==> config.mk <==
export PLATFORM = sky130hd
export DESIGN_NAME = alu_unit
export DESIGN_NICKNAME = d
export VERILOG_FILES = /design/src/rtl/alu_pkg.sv /design/src/rtl/alu_op_decoder.sv /design/src/rtl/alu_adder.sv /design/src/rtl/alu_core.sv /design/src/rtl/alu_unit.sv
export SDC_FILE = /design/constraint.sdc
export NUM_CORES = 1
export LEC_CHECK = 0
export ABC_CLOCK_PERIOD_IN_PS = 16800
export BUFFER_PORTS_ARGS = -buffer_cell sky130_fd_sc_hd__buf_2
export CAP_MARGIN = 20
export CORE_MARGIN = 4
export CORE_UTILIZATION = 32
export DETAILED_ROUTE_END_ITERATION = 6
export PLACE_DENSITY = 0.57
export SETUP_SLACK_MARGIN = 0.3
export SLEW_MARGIN = 20
export SYNTH_ARGS = -nofsm -noshare
export SYNTH_HDL_FRONTEND = slang
export SYNTH_HIERARCHICAL = 1
export SYNTH_SLANG_ARGS = --single-unit
==> constraint.sdc <==
create_clock -name vclk -period 16.8
set_clock_uncertainty 0.1 [all_clocks]
set_input_delay 3.36 -clock vclk [all_inputs]
set_output_delay 3.36 -clock vclk [all_outputs]
set_load 0.02 [all_outputs]
==> src/rtl/alu_pkg.sv <==
package alu_pkg;
   localparam int SEL_W   = 3;
   localparam int CLASS_W = 2;
   localparam int FUNC_W  = 6;
   localparam int INV_BIT = 2;

   typedef enum logic [SEL_W-1:0] {
      OP_AND = 3'b000,
      OP_OR  = 3'b001,
      OP_ADD = 3'b010,
      OP_SUB = 3'b110,
      OP_SLT = 3'b111
   } op_sel_e;

   typedef enum logic [CLASS_W-1:0] {
      CL_MEM   = 2'b00,
      CL_BRANCH = 2'b01,
      CL_REG   = 2'b10,
      CL_ALT   = 2'b11
   } op_class_e;
endpackage

==> src/rtl/alu_op_decoder.sv <==
module alu_op_decoder
   import alu_pkg::*;
(
   input  logic [CLASS_W-1:0] op_class,
   input  logic [FUNC_W-1:0]  func_code,
   output logic [SEL_W-1:0]   op_sel
);
   always_comb begin
      op_sel = OP_ADD;
      if (op_class[0]) begin
         op_sel = OP_SUB;
      end else if (op_class[1]) begin
         unique case (func_code[3:0])
            4'b0000: op_sel = OP_ADD;
            4'b0010: op_sel = OP_SUB;
            4'b0100: op_sel = OP_AND;
            4'b0101: op_sel = OP_OR;
            4'b1010: op_sel = OP_SLT;
            default: op_sel = OP_ADD;
         endcase
      end
   end
endmodule

==> src/rtl/alu_adder.sv <==
module alu_adder #(
   parameter int WIDTH  = 32,
   parameter bit RIPPLE = 1'b0
) (
   input  logic [WIDTH-1:0] a,
   input  logic [WIDTH-1:0] b,
   input  logic             cin,
   output logic [WIDTH-1:0] sum,
   output logic             cout
);
   generate
      if (RIPPLE) begin : g_ripple
         always_comb begin
            logic c;
            c = cin;
            for (int i = 0; i < WIDTH; i++) begin
               sum[i] = a[i] ^ b[i] ^ c;
               c      = (a[i] & b[i]) | (c & (a[i] ^ b[i]));
            end
            cout = c;
         end
      end else begin : g_behav
         logic [WIDTH:0] full;
         assign full = {1'b0, a} + {1'b0, b} + {{WIDTH{1'b0}}, cin};
         assign sum  = full[WIDTH-1:0];
         assign cout = full[WIDTH];
      end
   endgenerate
endmodule

==> src/rtl/alu_core.sv <==
module alu_core
   import alu_pkg::*;
#(
   parameter int WIDTH  = 32,
   parameter bit RIPPLE = 1'b0
) (
   input  logic [WIDTH-1:0] a,
   input  logic [WIDTH-1:0] b,
   input  logic [SEL_W-1:0] sel,
   output logic [WIDTH-1:0] y
);
   localparam int MSB = WIDTH - 1;

   logic             invert;
   logic [WIDTH-1:0] b_eff;
   logic [WIDTH-1:0] sum;
   logic             carry_out;
   logic             ovf;
   logic             less;

   assign invert = sel[INV_BIT];
   assign b_eff  = invert ? ~b : b;

   alu_adder #(.WIDTH(WIDTH), .RIPPLE(RIPPLE)) u_add (
      .a    (a),
      .b    (b_eff),
      .cin  (invert),
      .sum  (sum),
      .cout (carry_out)
   );

   assign ovf  = (a[MSB] == b_eff[MSB]) && (sum[MSB] != a[MSB]);
   assign less = sum[MSB] ^ ovf;

   always_comb begin
      unique case (sel[1:0])
         2'b00:   y = a & b;
         2'b01:   y = a | b;
         2'b10:   y = sum;
         default: y = {{(WIDTH-1){1'b0}}, less};
      endcase
   end

   logic unused_carry;
   assign unused_carry = carry_out;
endmodule

==> src/rtl/alu_unit.sv <==
module alu_unit
   import alu_pkg::*;
#(
   parameter int WIDTH  = 32,
   parameter bit RIPPLE = 1'b0
) (
   input  logic [WIDTH-1:0]   a_in,
   input  logic [WIDTH-1:0]   b_in,
   input  logic [CLASS_W-1:0] op_class,
   input  logic [FUNC_W-1:0]  func_code,
   output logic [WIDTH-1:0]   result,
   output logic               zero,
   output logic [SEL_W-1:0]   op_sel
);
   generate
      if (WIDTH < 2) begin : g_bad_width
         $error("alu_unit: WIDTH must be at least 2");
      end
   endgenerate

   alu_op_decoder u_dec (
      .op_class  (op_class),
      .func_code (func_code),
      .op_sel    (op_sel)
   );

   alu_core #(.WIDTH(WIDTH), .RIPPLE(RIPPLE)) u_core (
      .a   (a_in),
      .b   (b_in),
      .sel (op_sel),
      .y   (result)
   );

   assign zero = ~|result;
endmodule

==> results.yml, run 1 <==
floorplanning:
  row_count: 35
  die-area_mm2: 0.0111
  die_y_um: 106
  design.core.area_mm2: 0.00924
  start_util: 0.329
  die_w_um: 106
  pin_count: 108
route:
  detail_route.wirelength_mm: 9.83
  ant_nets: 0
  vias: 3591
  dr.pass1.iters: 4
  wl_per_cell_um: 14.7
  drc: 0
  drt-initial-drc-count: 151
  vias_per_cell: 5.36
timing:
  worst_slack_ps: 5040
  worst_pin_slew_ps: 999
  max_freq_mhz: 85.1
  rsz0062_at_grt: "no"
  finalSetupTns_ps: 0
  hold_violations: 0
  setup_viol_count_final: 0
  slew_headroom: 0.334
  fin_crit_ps: 11760
  maxSlewViolCount: 0
  fin_crit_sh: 0.700
final_layout:
  area_growth_pct: 19.0
  post-route-util: 0.392
  nClkBuffers: 0
  num_antenna_cells: 0
  seq_area_um2: 0
  drive_gt1_frac: 0.229
  nets: 648
  numSequentialCells: 0
power_and_ir_drop:
  swShare: 0.613
  p_sw_mw: 0.150
  p_leak_nw: 1.77
  p_int_mw: 0.0951
  pwr-share-seq: 0
  power_density_mw_per_mm2: 67.8
  p_comb_frac: 1.000
  irDropWorstVdd_mv: 0.0451
  power_frac_clock: 0
placed_design:
  gp_congestion: 0.899
  post-place-ws_ps: 5000
  port_buffers: 106
  dp_hpwl_mm: 8.01
worst_setup_path:
  cp-end-kind: "output pin"
  criticalPathCategory: "primary input to output pin"
  worstPathCellList: "buf_2, nor3b_2, a21o_2, xor2_1, fa_1, fa_1, a21oi_1, o32ai_1, o211ai_2, a2111oi_2, o21bai_1, nor4bb_1, nor3b_1, a21o_1, nor4_1, nand4_1, nor2_1, buf_2"
  worst-endpoint-arrival_ps: 8300
  cp_max_fo: 34
  start_kind: "primary input"
  crit_family: "compound AO/OA/AOI/OAI gates"
  path_buf_inv: 2
  required_ps: 13340
  slowest_stage: "a21o_2"
  slowest_delay_ps: 820
yosys:
  synth_area_mm2: 0.00304
  syn_avg_cell_area_um2: 6.72
  synthCells: 453
  syn-num-nets: 558
  yosys_warnings: 6
run:
  cap_viol_max_count: 0
grt:
  grt_first_pass_wirelength_mm: 16.4
  grt_pass1_vias: 3499
  grtUsageTotal: 0.168
  gr-total-overflow: 0
  grt_max_degree: 35
  antenna_found_initial: 0
worst_hold_path:
  hold_path.class: "primary input to output pin"
  hp-start: "a_in[31]"
  whs_endpoint: "result[0]"
  whs_path_depth: 4
run_status:
  outcome: "complete, no violations"
clocking:
  cts_setup_buffers: 0
  hold_buffers: 0
  cts_resized: 0
-- worst min-delay path, cell delays in order --
cell and delay, ps:
buf_2 120, a21oi_1 120, a21oi_1 110, buf_2 160
-- cell type report --
class / instances / area, µm²
inverter: 8 / 30.0
timing repair buffer: 108 / 546
multi-input combinational: 425 / 2890
tap: 129 / 161
fill: 995 / 5620
-- per-layer routing --
metal	vias to the layer above	GRT usage	wire length, µm
li1	1854	-	-
met1	1646	0.235	4760
met2	85	0.291	4570
met3	6	0.0110	427
met4	0	0.0176	66
met5	-	0	0
-- power groups by stage --
stage | clock (mW) | combinational, mW | sequential, mW
after detailed placement | 0 | 0.245 | 0
after global routing | 0 | 0.271 | 0
after CTS | 0 | 0.246 | 0
after global placement | 0 | 0.244 | 0
after floorplan | 0 | 0.178 | 0
final | 0 | 0.245 | 0
-- per-stage QoR --
| step | cell area (µm²) | std cells | power (mW) | hold WS (ps) |
|---|---|---|---|---|
| finish | 3620 | 670 | 0.245 | 7130 |
| global placement | 3620 | 670 | 0.244 | 7130 |
| CTS | 3620 | 670 | 0.246 | 7130 |
| floorplan | 3040 | 453 | 0.178 | 6760 |
| detailed placement | 3620 | 670 | 0.245 | 7130 |
| global route | 3620 | 670 | 0.271 | 7180 |
-- how the worst max path moves through the flow --
stage,from,to,slack (ps),depth (start not counted)
2_1_floorplan,func_code[1],zero,6210,17
3_3_place_gp,func_code[0],zero,5090,18
3_5_place_dp,func_code[0],zero,5000,18
4_1_cts,func_code[0],zero,4980,18
5_1_grt,func_code[0],zero,4710,18
6_report,func_code[0],zero,5040,18
-- layout by cell type, fill, tap and decap left out, types with 10 or more instances in the layout --
master	instances
a21oi_1	68
xnor2_1	10
nand2_1	55
a21o_1	43
buf_2	106
nor2_1	21
ha_1	31
xor2_1	47
o21ai_0	44
nand4_1	10
Power figures use the tool's default switching activity.
==> run 2, diff against run 1 <==
Settings changed: ABC_AREA set to 1, ABC_CLOCK_PERIOD_IN_PS 16800 to 11000, PLACE_DENSITY 0.57 to 0.56.
Clock period 16.8 ns to 11 ns, I/O delays scaled along.
==> results.yml, run 2 <==
run_status:
  outcome: "complete, no violations"
timing:
  slew_headroom: 0.328
  fin_crit_sh: 0.777
  worst_pin_slew_ps: 1000
  whs_ps: 4680
  setup_viol_count_final: 0
  hold_violations: 0
  fin_crit_ps: 8550
  rsz0062_at_grt: "no"
  finalSetupTns_ps: 0
  maxSlewViolCount: 0
  max_freq_mhz: 117
final_layout:
  area_growth_pct: 18.8
  nets: 938
  multi_input_area_mm2: 0.00302
  nClkBuffers: 0
  layout_commonest_cell: "nand2_1"
  layout_common_cells: "nand2_1 (285), inv_1 (124), buf_2 (106), nand3_1 (92), nor2_1 (61)"
  seq_area_um2: 0
  post-route-util: 0.390
  drive_gt1_frac: 0.152
  n_fill_cell: 1309
  num_antenna_cells: 0
  numSequentialCells: 0
floorplanning:
  row_count: 38
  start_util: 0.328
  die_w_um: 113
  pin_count: 108
  design.core.area_mm2: 0.0108
  die-area_mm2: 0.0129
  die_y_um: 113
route:
  vias: 4411
  vias_per_cell: 4.54
  wl_per_cell_um: 11.2
  drc: 0
  detail_route.wirelength_mm: 10.9
  dr.pass1.iters: 4
  drt-initial-drc-count: 219
  ant_nets: 0
clocking:
  hold_buffers: 0
  cts_setup_buffers: 0
  cts_resized: 0
placed_design:
  port_buffers: 106
  dp_hpwl_mm: 9.42
  gp_congestion: 0.943
worst_setup_path:
  criticalPathCategory: "primary input to output pin"
  cp_max_fo: 35
  cpMostUsedCell: "nand2_1"
  crit_end: "zero"
  slowest_stage: "nand2_2"
  path_depth: 25
  slowest_delay_ps: 720
  startpoint: "func_code[0]"
  crit_family: "simple AND/OR/NAND/NOR gates"
  start_kind: "primary input"
  cp-end-kind: "output pin"
  worst-endpoint-arrival_ps: 6250
  required_ps: 8700
  path_buf_inv: 2
grt:
  grtUsageTotal: 0.164
  grt_pass1_vias: 4013
  grt_first_pass_wirelength_mm: 18.4
  gr-total-overflow: 0
  antenna_found_initial: 0
  grt_max_degree: 36
yosys:
  synthCells: 735
  syn-num-nets: 840
  synth_area_mm2: 0.00356
  yosys_warnings: 6
  syn_avg_cell_area_um2: 4.84
power_and_ir_drop:
  power_mw: 0.379
  irDropWorstVdd_mv: 0.0414
  power_density_mw_per_mm2: 89.7
  p_leak_nw: 2.71
worst_hold_path:
  hold_path.class: "primary input to output pin"
run:
  cap_viol_max_count: 0
-- run 2: changes by cell type in the layout (fill, tap and decap cells not counted), moves of 6 or more --
cell | previous run | this run
nor2_1 | 21 | 61
o21ai_0 | 44 | 26
nand2_1 | 55 | 285
nor2_2 | 0 | 6
xnor2_1 | 10 | 1
inv_1 | 7 | 124
nand3_1 | 5 | 92
nand4_1 | 10 | 3
nand2_2 | 1 | 7
a211oi_1 | 6 | 0
nor4_1 | 7 | 0
a21o_1 | 43 | 1
a21oi_1 | 68 | 20
-- run 2: how the worst min path moves through the flow --
stage | startpoint | end | slack (ps) | cells after the start
2_1_floorplan | op_class[1] | op_sel[2] | 4500 | 2
3_3_place_gp | a_in[5] | result[5] | 4690 | 4
3_5_place_dp | a_in[4] | result[4] | 4690 | 4
4_1_cts | a_in[4] | result[4] | 4690 | 4
5_1_grt | a_in[4] | result[4] | 4730 | 4
6_report | a_in[4] | result[4] | 4680 | 4
-- run 2: power breakdown --
part	switching, mW	total (mW)	internal [mW]	leakage (nW)
combinational	0.246	0.379	0.133	2.71
sequential	0	0	0	0
clock	0	0	0	0
total	0.246	0.379	0.133	2.71
-- run 2: area by class of cell --
| cell class | instances | share of cell area |
|---|---|---|
| Multi-Input combinational cell | 596 | 0.716 |
| Timing Repair Buffer | 109 | 0.131 |
| Tap cell | 140 | 0.0415 |
| Inverter | 126 | 0.112 |
-- run 2: stage by stage --
stage	instance area (µm²)	instances	setup slack (ps)
after CTS	4230	971	2310
after floorplan	3560	735	3370
after global routing	4230	971	1910
after detailed placement	4230	971	2320
after global placement	4230	971	2310
final	4230	971	2450
-- run 2: routing by layer --
layer	GRT usage	wire, µm	vias up
li1	-	-	2467
met1	0.231	5340	1866
met2	0.298	5040	78
met3	0.00371	472	0
met4	0.00160	0	0
met5	0	0	-
==> run 3, diff against run 2 <==
Settings changed: ABC_CLOCK_PERIOD_IN_PS 11000 to 8700.
Clock period 11 ns to 8.7 ns, I/O delays scaled along.
==> results.yml, run 3 (synthesis results as in run 2) <==
final_layout:
  num_antenna_cells: 0
  drive_gt1_frac: 0.153
  layout_commonest_cell: "nand2_1"
  nClkBuffers: 0
  n_fill_cell: 1359
  numSequentialCells: 0
  seq_area_um2: 0
  layout_common_cells: "nand2_1 (285), inv_1 (124), buf_2 (106), nand3_1 (92), nor2_1 (61)"
  post-route-util: 0.390
  area_growth_pct: 19.0
  nets: 939
grt:
  grt_pass1_vias: 4046
  grt_first_pass_wirelength_mm: 18.5
  antenna_found_initial: 0
  gr-total-overflow: 0
  grt_max_degree: 32
  grtUsageTotal: 0.165
timing:
  fin_crit_ps: 7210
  maxSlewViolCount: 0
  whs_ps: 3760
  rsz0062_at_grt: "no"
  fin_crit_sh: 0.829
  setup_viol_count_final: 0
  hold_violations: 0
  max_freq_mhz: 139
  finalSetupTns_ps: 0
  slew_headroom: 0.546
  worst_pin_slew_ps: 680
worst_setup_path:
  cp_max_fo: 17
  required_ps: 6860
  cp-end-kind: "output pin"
  worst-endpoint-arrival_ps: 5370
  criticalPathCategory: "primary input to output pin"
  start_kind: "primary input"
run:
  cap_viol_max_count: 0
floorplanning:
  start_util: 0.328
  row_count: 38
  die_y_um: 113
  die_w_um: 113
  design.core.area_mm2: 0.0108
  pin_count: 108
  die-area_mm2: 0.0129
placed_design:
  gp_congestion: 0.901
  dp_hpwl_mm: 9.60
  port_buffers: 106
route:
  detail_route.wirelength_mm: 10.9
  wl_per_cell_um: 11.2
  vias_per_cell: 4.50
  dr.pass1.iters: 4
  ant_nets: 0
  vias: 4372
  drc: 0
  drt-initial-drc-count: 170
clocking:
  hold_buffers: 0
  cts_setup_buffers: 0
  cts_resized: 0
worst_hold_path:
  hold_path.class: "primary input to output pin"
power_and_ir_drop:
  power_density_mw_per_mm2: 114
  p_leak_nw: 2.72
  irDropWorstVdd_mv: 0.0538
run_status:
  outcome: "complete, no violations"
==> run 3: changes by cell type in the layout (fill, tap and decap cells not counted) <==
cell and change:
buf_4 +1
==> run 3: final timing paths <==
path	from	endpoint	slack [ps]	depth (start not counted)
max	func_code[0]	zero	1490	25
min	a_in[4]	result[4]	3760	4
==> run 3: worst max-delay path, cell delays in order <==
cell	delay, ps
buf_2	110
nor3_2	210
nand2_1	90
nand2_2	380
xor2_1	160
fa_1	480
fa_1	470
nand3_1	120
nand3_1	100
nand2_1	100
nand2_2	100
nand2_1	90
nand2_2	80
nand2_1	100
nand2_1	50
nand2_1	50
nand2_1	40
nand2_1	70
nand3_1	100
nor2_1	100
nand2_1	70
nor2_1	170
nand2_1	90
nor2_1	120
buf_2	180
==> run 3: final cells by class <==
cell class                      instances  area [µm²]  area share
Multi-Input combinational cell        596        3020       0.714
Timing Repair Buffer                  110         561       0.132
Inverter                              126         473       0.112
Tap cell                              140         175      0.0414
==> run 3: where the power goes <==
group / switching [mW] / internal, mW / total, mW / leakage, nW
Clock: 0 / 0 / 0 / 0
Sequential: 0 / 0 / 0 / 0
Combinational: 0.312 / 0.168 / 0.481 / 2.72
Total: 0.312 / 0.168 / 0.481 / 2.72
==> run 3: metal layers <==
metal / GRT usage / wire, µm
met5: 0 / 0
met4: 0.00641 / 50
met3: 0.00318 / 385
met2: 0.299 / 5010
met1: 0.230 / 5440
==> run 3: through the flow <==
step	instances	setup slack (ps)	cell area, µm²	power (mW)
after floorplan	735	1990	3560	0.346
after global placement	972	1370	4230	0.485
after detailed placement	972	1390	4230	0.485
after CTS	972	1390	4230	0.487
after global routing	972	950	4230	0.548
final	972	1490	4230	0.481
